### src/rtl/rld_timer_pkg.sv
package rld_timer_pkg;

  localparam int unsigned ADDR_W = 3;

  typedef enum logic [ADDR_W-1:0] {
    REG_CTRL   = 3'd0,
    REG_RELOAD = 3'd1,
    REG_TBASE  = 3'd2,
    REG_VALUE  = 3'd3,
    REG_STAT   = 3'd4,
    REG_IRQST  = 3'd5
  } reg_idx_e;

  localparam int unsigned CTRL_RUN_BIT = 0;
  localparam int unsigned CTRL_IRQ_BIT = 1;

  typedef struct packed {
    logic irq_en;
    logic run;
  } ctrl_t;

endpackage

### src/rtl/rld_rst_sync.sv
module rld_rst_sync (
  input  logic clk,
  input  logic rst_n,
  output logic rst_sync_n
);

  logic [1:0] sync_q;

  always_ff @(posedge clk or negedge rst_n) begin
    if (!rst_n) begin
      sync_q <= 2'b00;
    end else begin
      sync_q <= {sync_q[0], 1'b1};
    end
  end

  assign rst_sync_n = sync_q[1];

endmodule

### src/rtl/rld_regs.sv
module rld_regs
  import rld_timer_pkg::*;
#(
  parameter int unsigned DW    = 32,
  parameter int unsigned CNT_W = 12,
  parameter int unsigned TB_W  = 12
) (
  input  logic              clk,
  input  logic              rst_n,
  input  logic              bus_wr,
  input  logic              bus_rd,
  input  logic [ADDR_W-1:0] bus_addr,
  input  logic [DW-1:0]     bus_wdata,
  input  logic [CNT_W-1:0]  cnt_val,
  input  logic              ovf,
  input  logic              pend,
  output logic [DW-1:0]     bus_rdata,
  output ctrl_t             ctrl,
  output logic [CNT_W-1:0]  reload,
  output logic [TB_W-1:0]   tbase,
  output logic              load,
  output logic [CNT_W-1:0]  load_val,
  output logic              ack,
  output logic              stat_rd
);

  logic              wr_ctrl, wr_rl, wr_tb;
  logic              rl_fits, tb_fits;
  ctrl_t             ctrl_q, ctrl_d;
  logic [CNT_W-1:0]  reload_q, reload_d;
  logic [TB_W-1:0]   tbase_q, tbase_d;
  logic [DW-1:0]     rdata_q, rdata_d;

  // address decode and range check
  assign rl_fits = ((bus_wdata >> CNT_W) == '0);
  assign tb_fits = ((bus_wdata >> TB_W) == '0);
  assign wr_ctrl = bus_wr && (bus_addr == REG_CTRL);
  assign wr_rl   = bus_wr && (bus_addr == REG_RELOAD) && rl_fits;
  assign wr_tb   = bus_wr && (bus_addr == REG_TBASE) && tb_fits;

  // next state
  always_comb begin
    ctrl_d   = ctrl_t'(bus_wdata[1:0]);
    reload_d = bus_wdata[CNT_W-1:0];
    tbase_d  = bus_wdata[TB_W-1:0];
    rdata_d  = '0;
    case (bus_addr)
      REG_CTRL:   rdata_d = DW'(ctrl_q);
      REG_RELOAD: rdata_d = DW'(reload_q);
      REG_TBASE:  rdata_d = DW'(tbase_q);
      REG_VALUE:  rdata_d = DW'(cnt_val);
      REG_STAT:   rdata_d = DW'(ovf);
      REG_IRQST:  rdata_d = DW'(pend);
      default:    rdata_d = '0;
    endcase
  end

  // registers with explicit clock enables
  always_ff @(posedge clk or negedge rst_n) begin
    if (!rst_n) begin
      ctrl_q   <= '0;
      reload_q <= '0;
      tbase_q  <= '0;
      rdata_q  <= '0;
    end else begin
      if (wr_ctrl) ctrl_q   <= ctrl_d;
      if (wr_rl)   reload_q <= reload_d;
      if (wr_tb)   tbase_q  <= tbase_d;
      if (bus_rd)  rdata_q  <= rdata_d;
    end
  end

  assign bus_rdata = rdata_q;
  assign ctrl      = ctrl_q;
  assign reload    = reload_q;
  assign tbase     = tbase_q;
  assign load      = wr_rl;
  assign load_val  = reload_d;
  assign ack       = wr_ctrl && !bus_wdata[CTRL_IRQ_BIT];
  assign stat_rd   = bus_rd && (bus_addr == REG_STAT);

  AST_WIDE_RELOAD_IGNORED: assert property (@(posedge clk) disable iff (!rst_n)
    (bus_wr && bus_addr == REG_RELOAD && bus_wdata[DW-1:CNT_W] != '0) |=> $stable(reload_q));

  AST_WIDE_TBASE_IGNORED: assert property (@(posedge clk) disable iff (!rst_n)
    (bus_wr && bus_addr == REG_TBASE && bus_wdata[DW-1:TB_W] != '0) |=> $stable(tbase_q));

endmodule

### src/rtl/rld_prescaler.sv
module rld_prescaler #(
  parameter int unsigned TB_W = 12
) (
  input  logic            clk,
  input  logic            rst_n,
  input  logic            run,
  input  logic            restart,
  input  logic [TB_W-1:0] tbase,
  output logic            tick
);

  logic [TB_W-1:0] psc_q, psc_d;
  logic            psc_en;

  // >= keeps the divider bounded if timebase is lowered mid-count
  assign tick   = run && (psc_q >= tbase);
  assign psc_en = run || restart;

  always_comb begin
    if (restart || tick) begin
      psc_d = '0;
    end else begin
      psc_d = psc_q + 1'b1;
    end
  end

  always_ff @(posedge clk or negedge rst_n) begin
    if (!rst_n) begin
      psc_q <= '0;
    end else if (psc_en) begin
      psc_q <= psc_d;
    end
  end

  AST_PSC_HOLD: assert property (@(posedge clk) disable iff (!rst_n)
    (!run && !restart) |=> $stable(psc_q));

  AST_PSC_RESTART: assert property (@(posedge clk) disable iff (!rst_n)
    restart |=> (psc_q == '0));

endmodule

### src/rtl/rld_core.sv
module rld_core #(
  parameter int unsigned CNT_W = 12
) (
  input  logic             clk,
  input  logic             rst_n,
  input  logic             tick,
  input  logic             load,
  input  logic [CNT_W-1:0] load_val,
  input  logic [CNT_W-1:0] reload,
  input  logic             irq_en,
  input  logic             ack,
  input  logic             stat_rd,
  output logic [CNT_W-1:0] cnt,
  output logic             ovf,
  output logic             pend
);

  logic [CNT_W-1:0] cnt_q, cnt_d;
  logic             ovf_q, ovf_d;
  logic             pend_q, pend_d;
  logic             term;
  logic             cnt_en;

  assign term   = tick && (cnt_q == '0) && !load;
  assign cnt_en = tick || load;

  always_comb begin
    if (load) begin
      cnt_d = load_val;
    end else if (cnt_q == '0) begin
      cnt_d = reload;
    end else begin
      cnt_d = cnt_q - 1'b1;
    end

    // set wins over read-clear
    if (term) begin
      ovf_d = 1'b1;
    end else if (stat_rd) begin
      ovf_d = 1'b0;
    end else begin
      ovf_d = ovf_q;
    end

    // acknowledge wins over a coincident terminal count
    if (ack) begin
      pend_d = 1'b0;
    end else if (term && irq_en) begin
      pend_d = 1'b1;
    end else begin
      pend_d = pend_q;
    end
  end

  always_ff @(posedge clk or negedge rst_n) begin
    if (!rst_n) begin
      cnt_q  <= '0;
      ovf_q  <= 1'b0;
      pend_q <= 1'b0;
    end else begin
      if (cnt_en) cnt_q <= cnt_d;
      ovf_q  <= ovf_d;
      pend_q <= pend_d;
    end
  end

  assign cnt  = cnt_q;
  assign ovf  = ovf_q;
  assign pend = pend_q;

  AST_DECREMENT: assert property (@(posedge clk) disable iff (!rst_n)
    (tick && !load && cnt_q != '0) |=> (cnt_q == $past(cnt_q) - 1'b1));

  AST_WRAP_RELOAD: assert property (@(posedge clk) disable iff (!rst_n)
    (tick && !load && cnt_q == '0) |=> (cnt_q == $past(reload) && ovf_q));

  AST_COUNT_HOLD: assert property (@(posedge clk) disable iff (!rst_n)
    (!tick && !load) |=> $stable(cnt_q));

  AST_PEND_NEEDS_EN: assert property (@(posedge clk) disable iff (!rst_n)
    $rose(pend_q) |-> $past(irq_en));

  AST_ACK_CLEARS: assert property (@(posedge clk) disable iff (!rst_n)
    ack |=> !pend_q);

endmodule

### src/rtl/rld_timer.sv
module rld_timer
  import rld_timer_pkg::*;
#(
  parameter int unsigned DW    = 32,
  parameter int unsigned CNT_W = 12,
  parameter int unsigned TB_W  = 12
) (
  input  logic              clk,
  input  logic              rst_n,
  input  logic              bus_wr,
  input  logic              bus_rd,
  input  logic [ADDR_W-1:0] bus_addr,
  input  logic [DW-1:0]     bus_wdata,
  output logic [DW-1:0]     bus_rdata,
  output logic              irq
);

  logic             rst_s_n;
  ctrl_t            ctrl;
  logic [CNT_W-1:0] reload, load_val, cnt;
  logic [TB_W-1:0]  tbase;
  logic             load, ack, stat_rd, tick, ovf, pend;

  rld_rst_sync u_rst (
    .clk        (clk),
    .rst_n      (rst_n),
    .rst_sync_n (rst_s_n)
  );

  rld_regs #(.DW(DW), .CNT_W(CNT_W), .TB_W(TB_W)) u_regs (
    .clk       (clk),
    .rst_n     (rst_s_n),
    .bus_wr    (bus_wr),
    .bus_rd    (bus_rd),
    .bus_addr  (bus_addr),
    .bus_wdata (bus_wdata),
    .cnt_val   (cnt),
    .ovf       (ovf),
    .pend      (pend),
    .bus_rdata (bus_rdata),
    .ctrl      (ctrl),
    .reload    (reload),
    .tbase     (tbase),
    .load      (load),
    .load_val  (load_val),
    .ack       (ack),
    .stat_rd   (stat_rd)
  );

  rld_prescaler #(.TB_W(TB_W)) u_psc (
    .clk     (clk),
    .rst_n   (rst_s_n),
    .run     (ctrl.run),
    .restart (load),
    .tbase   (tbase),
    .tick    (tick)
  );

  rld_core #(.CNT_W(CNT_W)) u_core (
    .clk      (clk),
    .rst_n    (rst_s_n),
    .tick     (tick),
    .load     (load),
    .load_val (load_val),
    .reload   (reload),
    .irq_en   (ctrl.irq_en),
    .ack      (ack),
    .stat_rd  (stat_rd),
    .cnt      (cnt),
    .ovf      (ovf),
    .pend     (pend)
  );

  assign irq = pend;

  AST_IRQ_OFF_AFTER_ACK: assert property (@(posedge clk) disable iff (!rst_s_n)
    (bus_wr && bus_addr == REG_CTRL && !bus_wdata[CTRL_IRQ_BIT]) |=> !irq);

  AST_READ_RANGE: assert property (@(posedge clk) disable iff (!rst_s_n)
    (bus_rd && bus_addr == REG_VALUE) |=> (bus_rdata[DW-1:CNT_W] == '0));

endmodule

### config.mk
export PLATFORM = sky130hd
export DESIGN_NAME = rld_timer
export DESIGN_NICKNAME = d
export VERILOG_FILES = /design/src/rtl/rld_timer_pkg.sv /design/src/rtl/rld_rst_sync.sv /design/src/rtl/rld_regs.sv /design/src/rtl/rld_prescaler.sv /design/src/rtl/rld_core.sv /design/src/rtl/rld_timer.sv
export SDC_FILE = /design/constraint.sdc
export NUM_CORES = 1
export LEC_CHECK = 0
export ABC_AREA = 1
export BUFFER_PORTS_ARGS = -buffer_cell sky130_fd_sc_hd__buf_2
export CAP_MARGIN = 20
export CORE_MARGIN = 8
export CORE_UTILIZATION = 40
export DETAILED_ROUTE_END_ITERATION = 8
export SLEW_MARGIN = 20
export SYNTH_ARGS = -nofsm -noshare
export SYNTH_HDL_FRONTEND = slang
export SYNTH_SLANG_ARGS = --single-unit
### constraint.sdc
create_clock -name clk -period 2.06 [get_ports clk]
set_input_delay 0.103 -clock clk [delete_from_list [all_inputs] [get_ports clk]]
set_output_delay 0.103 -clock clk [all_outputs]
set_load 0.01 [all_outputs]
==> metrics.cfg, run 1 <==
[die]
placementRows=37
die_w_um=118.9
core_area_um2=10320
die_area_um2=14140
start_util_pct=41.03
io_pins=72
dieHeight_um=118.9

[logic_synthesis]
syn_avg_cell_area_um2=7.590
synth_area_um2=4235
synth_area_leaders=dfrtp_1 39%, nand2_1 13%, nand3_1 6.6%, inv_1 5.8%, nor2_1 5.0%
ys_seq_elements=66
ys_seq_area_share_pct=39.00
synth_most_common_cell=nand2_1
ys_async_sr_fraction_pct=100.0
synthSimpleGateAreaFrac_pct=29.48
yosys.area.top_type=dfrtp_1
synth.distinct_cells=35
synth_xor_area_share_pct=2.482
synth_top_family_by_area=simple AND/OR/NAND/NOR gates
synth_compound_area_share_pct=8.065
synthMuxAreaShare_pct=4.520
yosysTopAreaCellShare_pct=39.00
synth-main-ff-cell=dfrtp_1
synth_common_cells=142 x nand2_1, 66 x dfrtp_1, 65 x inv_1
yosys_warnings=0
synth_edf_count=0
synth_cells=558
synth_fa_ha_area_share_pct=4.431

[cells_and_area]
fin_cells=759
drive_above_1_share_pct=17.82
nets=673
design_area_um2=4841
antenna_cells=0
syn_to_final_growth_pct=14.30

[cts]
numCtsBuffers=9
cts-root-buf=clkbuf_8
clk_latency_ps=350
cts.path.max_buffers=2
cts.htree.levels=3
cts_tree=built
path_clk_slew_ps=70
cts_sinks=66

[setup_path]
startpoint=u_psc.psc_q[11]
critPathCaptureType=flop
cp_max_fo=11
timing.rr.start=u_psc.psc_q[11]
crit_required_ps=2280
crit-reg2reg-capture=u_core.cnt[5]
reg2reg_depth=11
path_class=flop to flop
start_kind=flop
cp_data_arrival_time_ps=2120
worst-r2r-setup-slack_ps=170

[power]
internal_power_w=0.002724
comb_power_share_pct=36.7
powerDensity_nw_per_um2=916.7
swShare_pct=38.62
power_switching_w=0.001714
p_clk_share_pct=25.9
p_leak_nw=2.579
seqPwrFrac_pct=37.4
vdd_drop_max_v=0.0004916

[sta]
relSlewSlack_pct=65.03
fmaxAchievable_ghz=0.5281
finalSetupViolCount=0
rsz0062_at_grt=false
timing.final.ws_setup_ps=166.4
worst_pin_slew_ps=523.1
post-route-min-period_ps=1894
final_hold_viol_count=0
fin_skew_ps=6.181
setup_tns_ps=0
fin_crit_sh_pct=91.92
final_max_slew_viol_count=0

[detailed_routing]
avgViaCountPerCell=5.012
first_iter_violations=174
drc_errors=0
routed_wl_um=11510
drt-pass1-iter-count=4
final_antenna_net_count=0
wl_per_cell_um=15.17
vias=3804

[min_path]
min-delay-start=bus_wdata[8]
hold_path.class=input port to flop
hold_depth=2
whs_endpoint=u_regs.tbase[8]

[run_status]
status=complete, no violations

[placement]
portBuffers=51
dp.final_hpwl_um=9038
placed_cell_area_um2=4609
dp_cells=742
routabilityCongestion=0.8973
pre_cts_ws_ps=107.6

[global_route]
grt_use_total_pct=16.49
grt_max_degree=38
grt_overflow=0
grt_pass1_vias=3771
antenna_found_initial=0
grt_first_pass_wirelength_um=18790

[job]
cap_viol_max_count=0

[critical path, cell delays in order, from the launching register on]
cell	delay, ps
dfrtp_1	410
ha_1	310
nand2_1	80
nor2_1	160
nand2_1	90
nor2_1	90
nand2_1	70
nand2_1	80
nand2_2	110
buf_4	210
nand3_1	90
nand3_1	80
[flip-flops by register name, indices dropped and copies added, names as in the netlist]
name and flops:
u_regs.reload 12, u_regs.bus_rdata 12, u_regs.ctrl 2, u_psc.psc_q 12, u_regs.tbase 12, u_core.ovf 1, u_core.pend 1, u_core.cnt 12
u_rst.sync_q 2
[cell type report]
| type | instances | area [um2] |
|---|---|---|
| timing repair buffer | 66 | 397.9 |
| clock inverter | 2 | 35.03 |
| inverter | 68 | 255.2 |
| clock buffer | 13 | 168.9 |
| multi-input combinational | 408 | 2161 |
| fill | 1020 | 5483 |
| sequential | 66 | 1653 |
| tap | 136 | 170.2 |
[metrics by stage]
stage | hold WS (ps) | total power (W) | util, %
floorplan | -192.6 | 0.002848 | -
global placement | -111.4 | 0.003254 | 44.65
detailed placement | -110.3 | 0.003287 | 44.65
CTS | 0.1104 | 0.004448 | 46.82
global route | 11.18 | 0.004780 | 46.89
finish | 15.35 | 0.004438 | 46.89
[kinds of logic after synthesis]
logic type | count (synthesis)
simple gates | 284
other cells | 2
flops | 66
fa+ha+maj | 15
mux | 17
xor+xnor | 12
buf+inv | 103
compound gates | 59
[power groups by stage]
stage | clock (W) | combinational, W | sequential, W
after global routing | 0.00122 | 0.00187 | 0.00169
after global placement | 0 | 0.00158 | 0.00168
final | 0.00115 | 0.00163 | 0.00166
after CTS | 0.00117 | 0.00162 | 0.00166
after detailed placement | 0 | 0.00160 | 0.00168
after floorplan | 0 | 0.00119 | 0.00166
[worst max path at each step]
stage	endpoint	depth (start not counted)
global route	u_psc.psc_q[6]	13
floorplan	u_core.cnt[0]	0
detailed placement	u_psc.psc_q[6]	12
finish	u_core.cnt[5]	11
global placement	u_core.cnt[0]	12
CTS	u_psc.psc_q[6]	12
[placed cells by master (no fill, tap or decap), drive strengths merged, types with 12 or more instances in the layout]
| cell | n |
|---|---|
| ha | 15 |
| xor2 | 12 |
| nand2 | 147 |
| o21ai | 38 |
| inv | 67 |
| dfrtp | 66 |
| nand3 | 58 |
| conb | 21 |
| buf | 64 |
| mux2 | 17 |
| nor2 | 58 |
| clkbuf | 13 |
[routing by layer]
layer / vias up / wire length, um / global-route usage [%] / share of wire, %
met5: - / 0 / 0 / 0
met4: 0 / 196 / 6.957 / 1.7
met3: 16 / 461 / 2.551 / 4.0
met2: 81 / 5896 / 29.42 / 51
met1: 1818 / 4957 / 19.27 / 43
li1: 1889 / - / - / -
[what timing repair did]
item	in CTS	in global routing
setup buffers	0	0
endpoints found under the setup margin	0	12
resized for setup	0	2
hold buffers	2	0
endpoints found under the hold margin	3	0
Note: power is estimated with default switching activity, not from simulation.
==> run 2, diff against run 1 <==
==> constraint.sdc (replaced) <==
create_clock -name clk -period 1.94 [get_ports clk]
set_input_delay 0.097 -clock clk [delete_from_list [all_inputs] [get_ports clk]]
set_output_delay 0.097 -clock clk [all_outputs]
set_load 0.01 [all_outputs]
==> run 2 against run 1 <==
  * Register-to-register slack worse by 40 ps
  * Utilization rose by 1.9 points
  * Total power grew 12%
  * Cell count up 1.8%
  * Flip-flop and latch count unchanged
  * Non-clock buffer count grew 13
  * Largest power group is now combinational logic
  * Highest routed layer unchanged
  * Final area up 4.1%
  * Die area stayed put
  * Count of clock-buffer cells in the layout is 4 lower
  * Largest cell class unchanged
==> metrics.cfg, run 2 (synthesis gave the netlist of run 1 again) <==
[die]
die_w_um=118.9  ; unchanged
dieHeight_um=118.9  ; unchanged
placementRows=37  ; unchanged
io_pins=72  ; unchanged
start_util_pct=41.03  ; unchanged
core_area_um2=10320  ; unchanged
die_area_um2=14140  ; unchanged

[detailed_routing]
wl_per_cell_um=15.21  ; was 15.17 um
final_antenna_net_count=0  ; unchanged
vias=3858  ; was 3804
first_iter_violations=180  ; was 174
drc_errors=0  ; unchanged
avgViaCountPerCell=4.991  ; was 5.012
drt-pass1-iter-count=4  ; unchanged
routed_wl_um=11760  ; was 11510 um

[placement]
portBuffers=51  ; unchanged
routabilityCongestion=0.8582  ; was 0.8973
dp.final_hpwl_um=8824  ; was 9038 um
placed_cell_area_um2=4662  ; was 4609 um2

[setup_path]
cp_max_fo=5  ; was 11
critPathCaptureType=flop  ; unchanged
startpoint=u_core.cnt[1]  ; was u_psc.psc_q[11]
start_kind=flop  ; unchanged
timing.rr.start=u_core.cnt[1]  ; was u_psc.psc_q[11]
path_class=flop to flop  ; unchanged
cp_data_arrival_time_ps=2100  ; was 2120 ps
crit_required_ps=2230  ; was 2280 ps

[power]
vdd_drop_max_v=0.0004724  ; was 0.0004916 V
powerDensity_nw_per_um2=986.8  ; was 916.7 nW/um2
p_leak_nw=2.665  ; was 2.579 nW

[sta]
fin_skew_ps=12.20  ; was 6.181 ps
fin_crit_sh_pct=93.35  ; was 91.92%
fmaxAchievable_ghz=0.5522  ; was 0.5281 GHz
finalSetupViolCount=0  ; unchanged
post-route-min-period_ps=1811  ; was 1894 ps
relSlewSlack_pct=65.99  ; was 65.03%
final_hold_viol_count=0  ; unchanged
final_max_slew_viol_count=0  ; unchanged
worst_pin_slew_ps=508.7  ; was 523.1 ps
whs_ps=18.96  ; was 15.35 ps

[cells_and_area]
drive_above_1_share_pct=21.82  ; was 17.82%
final_common_cell=nand2_1  ; unchanged
mostFrequentLayoutCells=139 x nand2_1, 65 x dfrtp_1, 63 x inv_1, 54 x nand3_1, 53 x nor2_1  ; was 141 x nand2_1, 65 x inv_1, 65 x dfrtp_1, 56 x nor2_1, 56 x nand3_1
design_area_um2=5039  ; was 4841 um2
nets=686  ; was 673
syn_to_final_growth_pct=18.97  ; was 14.30%
fin_util_pct=48.81  ; was 46.89%
antenna_cells=0  ; unchanged

[cts]
clk_latency_ps=350  ; about the same
numCtsBuffers=9  ; unchanged
cts.path.max_buffers=2  ; unchanged
path_clk_slew_ps=80  ; was 70 ps
cts.htree.levels=3  ; unchanged
cts_tree=built  ; unchanged
cts_sinks=66  ; unchanged
cts-root-buf=clkbuf_8  ; unchanged

[run_status]
status=complete, no violations  ; unchanged

[global_route]
antenna_found_initial=0  ; unchanged
grt_max_degree=65  ; was 38
grt_use_total_pct=17.07  ; was 16.49%
grt_overflow=0  ; unchanged
grt_pass1_vias=4059  ; was 3771
grt_first_pass_wirelength_um=19670  ; was 18790 um

[min_path]
hold_path.class=input port to flop  ; unchanged
min-delay-start=bus_wdata[9]  ; was bus_wdata[8]

[job]
cap_viol_max_count=0  ; unchanged

-- run 2: power breakdown --
part / total, W / switching [W] / internal [W]
sequential: 0.00175 / 0.000190 / 0.00156
combinational: 0.00193 / 0.00120 / 0.000730
clock: 0.00129 / 0.000572 / 0.000721
total: 0.00497 / 0.00196 / 0.00301
-- run 2: path summary, 6_finish.rpt --
check / slack (ps) / endpoint / cells after the start
max in group asynchronous: 1380 / u_core.cnt[11] / 1
min in group asynchronous: 50 / u_rst.sync_q[1] / 2
worst max register to register: 130 / u_core.cnt[11] / 12
worst min register to register: 270 / u_regs.ctrl[1] / 1
worst max-delay path: 130 / u_core.cnt[11] / 12
worst min-delay path: 20 / u_regs.tbase[9] / 2
-- run 2: repair_timing --
action	CTS	global route
hold buffers	4	0
pin swaps	0	3
gates resized for setup	2	23
setup buffers	0	4
setup endpoints to repair	1	25
hold endpoints to repair	5	0
-- run 2: per-layer routing --
| metal | GRT usage, % | up-vias | wire length (um) |
|---|---|---|---|
| met5 | 0 | - | 0 |
| met4 | 7.905 | 0 | 299 |
| met3 | 2.692 | 21 | 713 |
| met2 | 29.99 | 115 | 5956 |
| met1 | 20.05 | 1808 | 4790 |
| li1 | - | 1914 | - |
-- run 2: worst max-delay path: stages, from the launching register on --
cell and delay (ps):
dfrtp_1 390, inv_1 90, ha_1 190, inv_1 80, nor3_2 200, nand3_2 160
clkbuf_2 190, buf_4 140, nand3_1 70, nand3_1 70, nand2_1 70, nand2_1 50
nand2_1 50
-- run 2: per-stage QoR --
step / TNS (ps) / cells / total power [W] / setup slack (ps)
after CTS: 0 / 769 / 0.004877 / 66.30
after global routing: -18.02 / 773 / 0.005391 / -12.72
after global placement: 0 / 749 / 0.003512 / 21.23
after floorplan: 0 / 577 / 0.003024 / 234.7
final: 0 / 773 / 0.004972 / 128.9
after detailed placement: -12.98 / 749 / 0.003549 / -12.98
-- run 2: final cells by class --
cell class,instances,area [um2]
fill,1014,5285
multi-input combinational,408,2237
sequential,66,1653
timing repair buffer,79,505.5
inverter,68,255.2
tap,136,170.2
clock buffer,9,123.9
clock inverter,7,93.84
==> run 3, diff against run 2 <==
--- a/config.mk
+++ b/config.mk
@@ -11,6 +11,7 @@
 export CORE_MARGIN = 8
 export CORE_UTILIZATION = 40
 export DETAILED_ROUTE_END_ITERATION = 8
+export RECOVER_POWER = 50
 export SLEW_MARGIN = 20
 export SYNTH_ARGS = -nofsm -noshare
 export SYNTH_HDL_FRONTEND = slang
==> run 3 against run 2 <==
  * Clock power is essentially flat
  * Sequential share of layout area rose by 0.16 points
  * Critical path type unchanged
  * Sequential power about the same
  * Maximum frequency decreased by 0.11%
  * Count of clock-buffer cells in the layout is the same
  * Largest power group unchanged
==> metrics.cfg, run 3 (synthesis gave the netlist of run 1 again) <==
[run_status]
status=complete, no violations  ; unchanged

[cts]
cts.htree.levels=3  ; unchanged
cts.path.max_buffers=2  ; unchanged
numCtsBuffers=9  ; unchanged
cts_sinks=66  ; unchanged
cts_tree=built  ; unchanged
cts-root-buf=clkbuf_8  ; unchanged
path_clk_slew_ps=80  ; about the same
clk_latency_ps=360  ; was 350 ps

[setup_path]
critPathCaptureType=flop  ; unchanged
crit_top_cell=nor2_2  ; was nand2_1
worst-r2r-setup-slack_ps=130  ; about the same
worst-path-stages=9  ; was 12
path_class=flop to flop  ; unchanged
crit_buf_inv=0  ; was 4
cp_max_fo=4  ; was 5
cp_slowest_stage_delay_ps=430  ; was 390 ps
reg2reg_depth=9  ; was 12
cp_cell_sequence=ha_4 -> nand2_2 -> nor2_2 -> nand2_1 -> nor2_1 -> nor2_2 -> a21oi_2 -> nand3_1 -> a21oi_1  ; was inv_1 -> ha_1 -> inv_1 -> nor3_2 -> nand3_2 -> clkbuf_2 -> buf_4 -> nand3_1 -> nand3_1 -> nand2_1 -> nand2_1 -> nand2_1
start_kind=flop  ; unchanged
crit_required_ps=2230  ; about the same
cp_top_family=simple AND/OR/NAND/NOR gates  ; unchanged
cpMaxStageDelayCell=dfrtp_1  ; unchanged
timing.rr.start=u_psc.psc_q[11]  ; was u_core.cnt[1]
crit-reg2reg-capture=u_core.pend  ; was u_core.cnt[11]
cp_data_arrival_time_ps=2100  ; about the same

[die]
die_area_um2=14140  ; unchanged
start_util_pct=41.03  ; unchanged
core_area_um2=10320  ; unchanged
die_w_um=118.9  ; unchanged
placementRows=37  ; unchanged
dieHeight_um=118.9  ; unchanged
io_pins=72  ; unchanged

[detailed_routing]
final_antenna_net_count=0  ; unchanged
drc_errors=0  ; unchanged
met2_wirelength_um=5936  ; was 5956 um
wl_per_cell_um=15.28  ; was 15.21 um
wl_met1_um=4897  ; was 4790 um
avgViaCountPerCell=5.018  ; was 4.991
first_iter_violations=182  ; was 180
vias=3879  ; was 3858
drt-pass1-iter-count=5  ; was 4
route.met3.wl_um=690  ; was 713 um
top_layer_used=met4  ; unchanged
routed_wl_um=11810  ; was 11760 um

[power]
p_leak_nw=2.635  ; was 2.665 nW
vdd_drop_max_v=0.0004719  ; was 0.0004724 V
powerDensity_nw_per_um2=991.5  ; was 986.8 nW/um2

[min_path]
whs_endpoint=u_regs.tbase[9]  ; unchanged
min-delay-start=bus_wdata[9]  ; unchanged
hold_path.class=input port to flop  ; unchanged
hold_depth=2  ; unchanged

[global_route]
grt_use_total_pct=17.07  ; unchanged
grt_max_degree=65  ; unchanged
grt_overflow=0  ; unchanged
grt_pass1_vias=4059  ; unchanged
grt_first_pass_wirelength_um=19670  ; unchanged
antenna_found_initial=0  ; unchanged

[sta]
setup_tns_ps=0  ; unchanged
finalSetupViolCount=0  ; unchanged
worst_pin_slew_ps=898.7  ; was 508.7 ps
final_hold_viol_count=0  ; unchanged
fmaxAchievable_ghz=0.5515  ; was 0.5522 GHz
fin_crit_sh_pct=93.46  ; was 93.35%
relSlewSlack_pct=40.09  ; was 65.99%
fin_skew_ps=12.34  ; was 12.20 ps
post-route-min-period_ps=1813  ; was 1811 ps
final_max_slew_viol_count=0  ; unchanged

[cells_and_area]
mostFrequentLayoutCells=140 x nand2_1, 65 x dfrtp_1, 63 x inv_1, 54 x nand3_1, 53 x nor2_1  ; was 139 x nand2_1, 65 x dfrtp_1, 63 x inv_1, 54 x nand3_1, 53 x nor2_1
fin_cells=773  ; unchanged
syn_to_final_growth_pct=18.40  ; was 18.97%
antenna_cells=0  ; unchanged
final_common_cell=nand2_1  ; unchanged
drive_above_1_share_pct=21.19  ; was 21.82%
nets=686  ; unchanged

[placement]
dp.final_hpwl_um=8824  ; unchanged
routabilityCongestion=0.8582  ; unchanged
dp_cells=749  ; unchanged
portBuffers=51  ; unchanged

[job]
cap_viol_max_count=0  ; unchanged

run 3: cell types whose count changed in the layout (fill, tap and decap cells not counted):
cell      change
buf_2         -3
buf_12        -1
nand2_1       +1
clkbuf_1      +3
clkbuf_4      +1
nand2_4       -1
run 3: per-layer routing:
metal / track usage, % / vias up
met3: 2.692 / 20
li1: - / 1915
met1: 20.05 / 1828
met4: 7.905 / 0
met5: 0 / -
met2: 29.99 / 116
run 3: per-stage QoR:
stage                     power [W]  utilization [%]  cell area (um2)  worst slack (ps)  hold slack [ps]
after floorplan            0.003024                -             4308             234.7           -198.6
after global placement     0.003512            45.16             4662             21.23           -117.9
after detailed placement   0.003549            45.16             4662            -12.98           -114.8
after CTS                  0.004877            47.74             4928             66.30            7.035
after global routing       0.005387            48.58             5015            -12.72            7.808
final                      0.004972            48.58             5015             126.9            13.23
run 3: what timing repair did:
action | CTS | global route
hold buffers | 4 | 0
buffers inserted | 0 | 4
resized for setup | 2 | 23
pin swaps | 0 | 3
hold endpoints to repair | 5 | 0
endpoints found under the setup margin | 1 | 25
run 3: how the worst max path moves through the flow:
| stage | startpoint | end | slack [ps] |
|---|---|---|---|
| 6_report | u_psc.psc_q[11] | u_core.pend | 130 |
| 3_3_place_gp | u_psc.psc_q[11] | u_core.pend | 20 |
| 4_1_cts | u_psc.psc_q[11] | u_psc.psc_q[1] | 70 |
| 5_1_grt | u_regs.tbase[1] | u_psc.psc_q[4] | -10 |
| 2_1_floorplan | u_psc.psc_q[11] | u_core.cnt[10] | 230 |
| 3_5_place_dp | u_psc.psc_q[11] | u_core.pend | -10 |
run 3: power breakdown:
group | switching [W] | internal (W) | total, W
logic | 0.00120 | 0.000726 | 0.00193
registers | 0.000190 | 0.00156 | 0.00175
clock network | 0.000577 | 0.000721 | 0.00130
run 3: final cells by class:
| type | count | area [um2] |
|---|---|---|
| clock buffers | 9 | 123.9 |
| clock inverters | 7 | 93.84 |
| fillers | 1018 | 5309 |
| inverters | 68 | 255.2 |
| multi-input cells | 408 | 2230 |
| flip-flops and latches | 66 | 1653 |
| well taps | 136 | 170.2 |
| repair buffers | 79 | 489.2 |
